==> config.mk <==
export PLATFORM = sky130hd
export DESIGN_NAME = sample_upscaler
export DESIGN_NICKNAME = d
export VERILOG_FILES = /design/src/rtl/upscale_pkg.sv /design/src/rtl/upscale_lane.sv /design/src/rtl/upscale_datapath.sv /design/src/rtl/upscale_control.sv /design/src/rtl/sample_upscaler.sv
export SDC_FILE = /design/constraint.sdc
export NUM_CORES = 1
export LEC_CHECK = 0
export BUFFER_PORTS_ARGS = -buffer_cell sky130_fd_sc_hd__buf_2
export CAP_MARGIN = 25
export CORE_ASPECT_RATIO = 1.4
export CORE_UTILIZATION = 37
export DETAILED_ROUTE_END_ITERATION = 16
export PLACE_DENSITY_LB_ADDON = 0.1
export SLEW_MARGIN = 20
export SYNTH_ARGS = -nofsm -noshare
export SYNTH_HDL_FRONTEND = slang
export SYNTH_SLANG_ARGS = --single-unit
export TNS_END_PERCENT = 30
==> constraint.sdc <==
create_clock -name clk -period 2.34 [get_ports clk]
set_input_delay 0.468 -clock clk [delete_from_list [all_inputs] [get_ports clk]]
set_output_delay 0.468 -clock clk [all_outputs]
set_load 0.005 [all_outputs]
==> src/rtl/upscale_pkg.sv <==
package upscale_pkg;
  // strobes from the control unit to the datapath
  typedef struct packed {
    logic load;   // capture a widened beat into the output register
  } upscale_ctrl_t;
endpackage

==> src/rtl/upscale_lane.sv <==
module upscale_lane #(
  parameter int SAMPLE_W = 12,
  parameter int OUT_W    = 16
) (
  input  logic [SAMPLE_W-1:0] rawSample,
  input  logic                extendEn,
  input  logic                offsetBin,
  output logic [OUT_W-1:0]    wideSample
);
  localparam int PAD_W = OUT_W - SAMPLE_W;
  localparam logic [SAMPLE_W-1:0] TOP_MASK = SAMPLE_W'(1) << (SAMPLE_W - 1);

  logic [SAMPLE_W-1:0] twosSample;
  logic                signBit;

  always_comb begin
    // offset binary becomes two's complement by flipping the top bit
    twosSample = (extendEn && offsetBin) ? (rawSample ^ TOP_MASK) : rawSample;
    signBit    = extendEn & twosSample[SAMPLE_W-1];
  end

  generate
    if (PAD_W > 0) begin : g_pad
      assign wideSample = {{PAD_W{signBit}}, twosSample};
    end else begin : g_nopad
      assign wideSample = twosSample;
    end
  endgenerate
endmodule

==> src/rtl/upscale_datapath.sv <==
module upscale_datapath
  import upscale_pkg::*;
#(
  parameter int LANES    = 4,
  parameter int SAMPLE_W = 12,
  parameter int OUT_W    = 16
) (
  input  logic                      clk,
  input  upscale_ctrl_t             ctrl,
  input  logic                      extendEn,
  input  logic                      offsetBin,
  input  logic [LANES*SAMPLE_W-1:0] inData,
  output logic [LANES*OUT_W-1:0]    outData
);
  logic [LANES*OUT_W-1:0] wideBeat;

  generate
    for (genvar l = 0; l < LANES; l++) begin : g_lane
      upscale_lane #(.SAMPLE_W(SAMPLE_W), .OUT_W(OUT_W)) u_lane (
        .rawSample (inData[l*SAMPLE_W +: SAMPLE_W]),
        .extendEn  (extendEn),
        .offsetBin (offsetBin),
        .wideSample(wideBeat[l*OUT_W +: OUT_W])
      );
    end
  endgenerate

  always_ff @(posedge clk) begin
    if (ctrl.load) outData <= wideBeat;
  end
endmodule

==> src/rtl/upscale_control.sv <==
module upscale_control
  import upscale_pkg::*;
(
  input  logic          clk,
  input  logic          rstN,
  input  logic          inValid,
  input  logic          outReady,
  output logic          inReady,
  output logic          outValid,
  output upscale_ctrl_t ctrl
);
  logic holdValid;

  always_comb begin
    inReady   = !holdValid || outReady;
    ctrl.load = inValid && inReady;
  end

  always_ff @(posedge clk) begin
    if (!rstN)          holdValid <= 1'b0;
    else if (ctrl.load) holdValid <= 1'b1;
    else if (outReady)  holdValid <= 1'b0;
  end

  assign outValid = holdValid;
endmodule

==> src/rtl/sample_upscaler.sv <==
module sample_upscaler
  import upscale_pkg::*;
#(
  parameter int LANES    = 4,
  parameter int SAMPLE_W = 12,
  parameter int OUT_W    = 16
) (
  input  logic                      clk,
  input  logic                      rstN,
  input  logic                      extendEn,
  input  logic                      offsetBin,
  input  logic                      inValid,
  output logic                      inReady,
  input  logic [LANES*SAMPLE_W-1:0] inData,
  output logic                      outValid,
  input  logic                      outReady,
  output logic [LANES*OUT_W-1:0]    outData
);
  generate
    if (!(OUT_W == 16 || OUT_W == 32) || SAMPLE_W > OUT_W || SAMPLE_W < 1 || LANES < 1) begin : g_bad_cfg
      $error("sample_upscaler: OUT_W must be 16 or 32 and SAMPLE_W within 1..OUT_W");
    end
  endgenerate

  upscale_ctrl_t ctrl;

  upscale_control u_ctrl (
    .clk     (clk),
    .rstN    (rstN),
    .inValid (inValid),
    .outReady(outReady),
    .inReady (inReady),
    .outValid(outValid),
    .ctrl    (ctrl)
  );

  upscale_datapath #(.LANES(LANES), .SAMPLE_W(SAMPLE_W), .OUT_W(OUT_W)) u_dp (
    .clk      (clk),
    .ctrl     (ctrl),
    .extendEn (extendEn),
    .offsetBin(offsetBin),
    .inData   (inData),
    .outData  (outData)
  );
endmodule

# After elaboration in Yosys (flattened, before gate mapping)
# Index checks and enable logic that the tools add are counted.
# Widths: inputs -> output; s select.
[totals]
in_bits = 54
register_bits = 62
output_inout_bits = 66
[classes]
n_mux = 6
n_bitwise = 8
reduce_logical = 5
[op_table]
columns = ["cell", "n"]
rows = [
  ["$mux 12", 4],
  ["$and 1x1->1", 4],
  ["$not 1->1", 4],
  ["$logic_and 1x1->1", 2],
  ["$mux 1", 2],
  ["$reduce_bool 2->1", 1],
  ["$logic_not 1->1", 1],
  ["$logic_or 1x1->1", 1],
]

# Longest topological paths before layout
[logic_depth]
ltp_word = 4
mapped_depth = 3
mapped_depth_nobuf = 2

# Modules after synthesis
# A second synthesis with hierarchy kept.
[hier_totals]
hier_cells = 145
area_unflattened_um2 = 2539.9
[by_module_without_submodules]
columns = ["module", "seq_area_each_um2", "cells_each", "n_inst", "area_each_um2"]
rows = [
  ["upscale_datapath", 1921.8, 64, 1, 1921.8],
  ["upscale_lane", 0.0, 19, 4, 140.1],
  ["upscale_control", 20.0, 5, 1, 57.6],
]

# Worst setup path before layout
# OpenSTA, ideal clock, no wires.
[synth_timing]
path_kind = "input to register"
from = "input outReady"
to = "register u_dp.outData[0] (enable)"
setup_ns = 0.415
required_ns = 1.925
slack_ns = 0.062
stages = 2
arrival_time_ns = 1.863
path_buffers = 0
path_cell_list = "nand2b_1 -> and2_1"
[synth_between]
elab_chain_cells = 2
[synth_rtl]
columns = ["element", "line", "source"]
rows = [
  ["from (decl)", "sample_upscaler.sv:16", "input logic outReady,"],
  ["$logic_or 1x1->1", "upscale_control.sv:15", "inReady = !holdValid || outReady;"],
  ["$logic_and 1x1->1", "upscale_control.sv:16", "ctrl.load = inValid && inReady;"],
  ["via ctrl", "sample_upscaler.sv:25", "upscale_ctrl_t ctrl;"],
  ["to (signal assigned)", "upscale_datapath.sv:29", "if (ctrl.load) outData <= wideBeat;"],
  ["to (decl)", "upscale_datapath.sv:13", "output logic [LANES*OUT_W-1:0] outData"],
]
# The timed path passes the listed nets, and every way through them passes these cells.
# A chain may end at the register's enable or synchronous reset.

# Worst setup path in the final report
[layout_timing]
from = "register u_dp.outData[15]"
to = "output outData[15]"
[layout_lines]
columns = ["element", "line", "source"]
rows = [
  ["to (decl)", "sample_upscaler.sv:17", "output logic [LANES*OUT_W-1:0] outData"],
]
# No word-level cell between the ends.

==> metrics.md <==
| Metric | Value |
|---|---|
| Skew final | roughly 0.0066 ns |
| Wirelength per Cell | 12.5 µm |
| Status | completed |
| Overall Power | roughly 1.8 mW |
| Number of flops mapped to enable cells by yosys | 52 |
| Area grow syn2layout | 37.2% |
| Most frequent cells after synthesis | edfxtp_1, buf_4, and2_1, xnor2_1, xor2_1 |
| Period utilization | 0.568 |
| CP startpoint | u_dp.outData[15] |
| CP max FO | 4 |
| Initial drt markers | 50 |
| Post-DRT Antenna Nets | 0 |
| # fillers | between 400 and 500 |
| Vias in the first global route | about 1,100 |
| Final WL | roughly 3300 µm |
| Crit start category | flip-flop |
| Total GRT Usage | 0.131 |
| R2R setup slack | 1.11 ns |
| Placer congestion estimate | between 0.6 and 0.7 |
| Synth top area cells | edfxtp_1, buf_4, xnor2_1 |
| Clock root cell | clkbuf_8 |
| Htree depth | 2 |
| First-pass GRT wire length | between 4000 and 5000 µm |
| Critical path depth | 1 |
| Unrepaired setup endpoints after global routing | no |
| CP top delay family | flip-flops |
| Synth Warn # | 0 |
| Crit path buf inv count | 1 |
| R2R depth | 3 |
| Share of cells above drive strength 1 | 0.653 |
| Die H | around 85 µm |
| Multi-input logic area | around 130 µm² |
| WP data required | ~1.9 ns |
| Syn nets | 137 |
| Setup_tns | 0 ns |
| Syn_area_per_cell | around 22 µm² |
| Largest net degree at the start of global routing | 28 |
| Type of the worst min-delay path | in2reg |
| Row count | 29 |
| WP data arrival | 0.86 ns |
| Slew @ Worst Pin | 0.348 ns |
| Hold_buf cts | 0 |
| Die Wd | ~60 µm |
| Async S/R FF share, synth | 0 |
| Clk sinks | 53 |
| Flops & latches, synth | 53 |
| Initial antenna violation count | 0 |
| R2R Path Start | u_ctrl.outValid |
| Drt drc | 0 |
| Cell with the most instances after synthesis | edfxtp_1 |
| # Post-CTS Setup Buffers | 0 |
| CTS buffer count | 5 |
| Post-synth top area share | 0.861 |
| Clk_lat worst skew | roughly 0.3 ns |
| Port-buffer cells | around 120 |
| Final Hold Viols | 0 |
| Post-synth top area cell | edfxtp_1 |
| Storage cell area | 1580 µm² |
| Crit path capture type | output pin |
| Max Cap Viol | 0 |
| Post-cts resize count | 0 |
| Gate Count Post-Synth | between 80 and 90 |
| Initial Utilization | 0.393 |
| IO Pins | 120 |
| Time the worst path needs with I/O delays and setup | roughly 1.3 ns |
| Slew HR | 0.768 |
| Setup crit end | outData[15] |
| ANT cells | 0 |
| CTS clk-pin slew, worst paths | 0.09 ns |
| Max Freq | around 750 MHz |
| CTS tree | yes |
| GRT Residual Overflow | 0 |
| Worst R2R End | u_dp.outData[39] |
| Synth unique cells | 11 |
| Setup CP Type | reg2out |
| Vias/cell | about 4.2 |
| Post-synthesis sequential area ratio | 0.872 |
| Critical path, cell by cell | buf_2 |
| Count of pins over their slew limit | 0 |
| Die Area | a little over 5000 µm² |
| LEAKAGE | between 1 and 1.5 nW |
| Nets | 252 |
| CP max stage cell | edfxtp_1 |
| Core box area | about 4600 µm² |
| IR drop worst, VDD | around 380 µV |
| Maximum clock insertion buffer count | 2 |
| Post-DP HPWL | roughly 2500 µm |
| # setup viols final | 0 |
| Pre-antenna DRT Iters | 4 |
| Post-synth top flop | edfxtp_1 |
| Via count | between 1,000 and 1,500 |
| Critical Path Max Stage Delay | 0.42 ns |
| Post-synthesis cell area | 1810 µm² |
| Power per cell area | roughly 720 nW/µm² |
## where the power goes
group	switching [mW]	total, mW	internal (mW)
Combinational	0.0806	0.171	0.0900
Clock	0.275	0.482	0.207
Sequential	0.0148	1.13	1.11
## state kept, by name, summed over array words and instances (netlist names)
| signal | flops |
|---|---|
| u_ctrl.outValid | 1 |
| u_dp.outData | 52 |
## cell type report
| type | instances | area share |
|---|---|---|
| clock buffers | 5 | 0.0277 |
| clock inverters | 3 | 0.00704 |
| inverters | 1 | 0.00151 |
| multi-input cells | 16 | 0.0513 |
| flip-flops and latches | 53 | 0.636 |
| well taps | 62 | 0.0312 |
| repair buffers | 121 | 0.245 |
## stage by stage
step	cell area (µm²)	instances	worst slack, ns	hold WS [ns]	util
2_1_floorplan	1810	83	0.0616	0.537	-
3_3_place_gp	2400	253	0.888	0.504	0.521
3_5_place_dp	2400	253	0.841	0.537	0.521
4_1_cts	2490	261	0.995	0.327	0.540
5_1_grt	2490	261	0.951	0.315	0.540
6_report	2490	261	1.01	0.338	0.540
## layout by cell type, fill, tap and decap left out, types with 2 or more instances in the layout
cell and n:
and2_1 4, clkbuf_8 5, xnor2_1 4, buf_2 119, edfxtp_1 52, xor2_1 4, buf_4 2
## kinds of logic after synthesis
family / after synthesis / share of synthesized area
xor gates and xnor gates: 8 / 0.0386
AOI/OAI and AO/OA: 1 / 0.00414
buffers and inverters: 14 / 0.0580
DFF: 53 / 0.872
and+or+nand+nor: 7 / 0.0269
## worst min path at each step
stage	from	endpoint	slack (ns)	cells past startpoint
after floorplan	u_ctrl.outValid	u_ctrl.outValid	0.54	2
after global placement	u_ctrl.outValid	u_ctrl.outValid	0.50	2
after detailed placement	u_ctrl.outValid	u_ctrl.outValid	0.54	2
after CTS	inData[44]	u_dp.outData[56]	0.33	1
after global routing	inData[37]	u_dp.outData[49]	0.31	1
final	inData[37]	u_dp.outData[49]	0.34	1
## metal layers
| layer | global-route usage | share of wire | vias to the layer above |
|---|---|---|---|
| met5 | 0 | 0 | - |
| met4 | 0.0702 | 0.032 | 0 |
| met3 | 0.0518 | 0.097 | 9 |
| met2 | 0.233 | 0.53 | 73 |
| met1 | 0.120 | 0.34 | 500 |
| li1 | - | - | 519 |
Note: power is estimated with default switching activity, not from simulation.
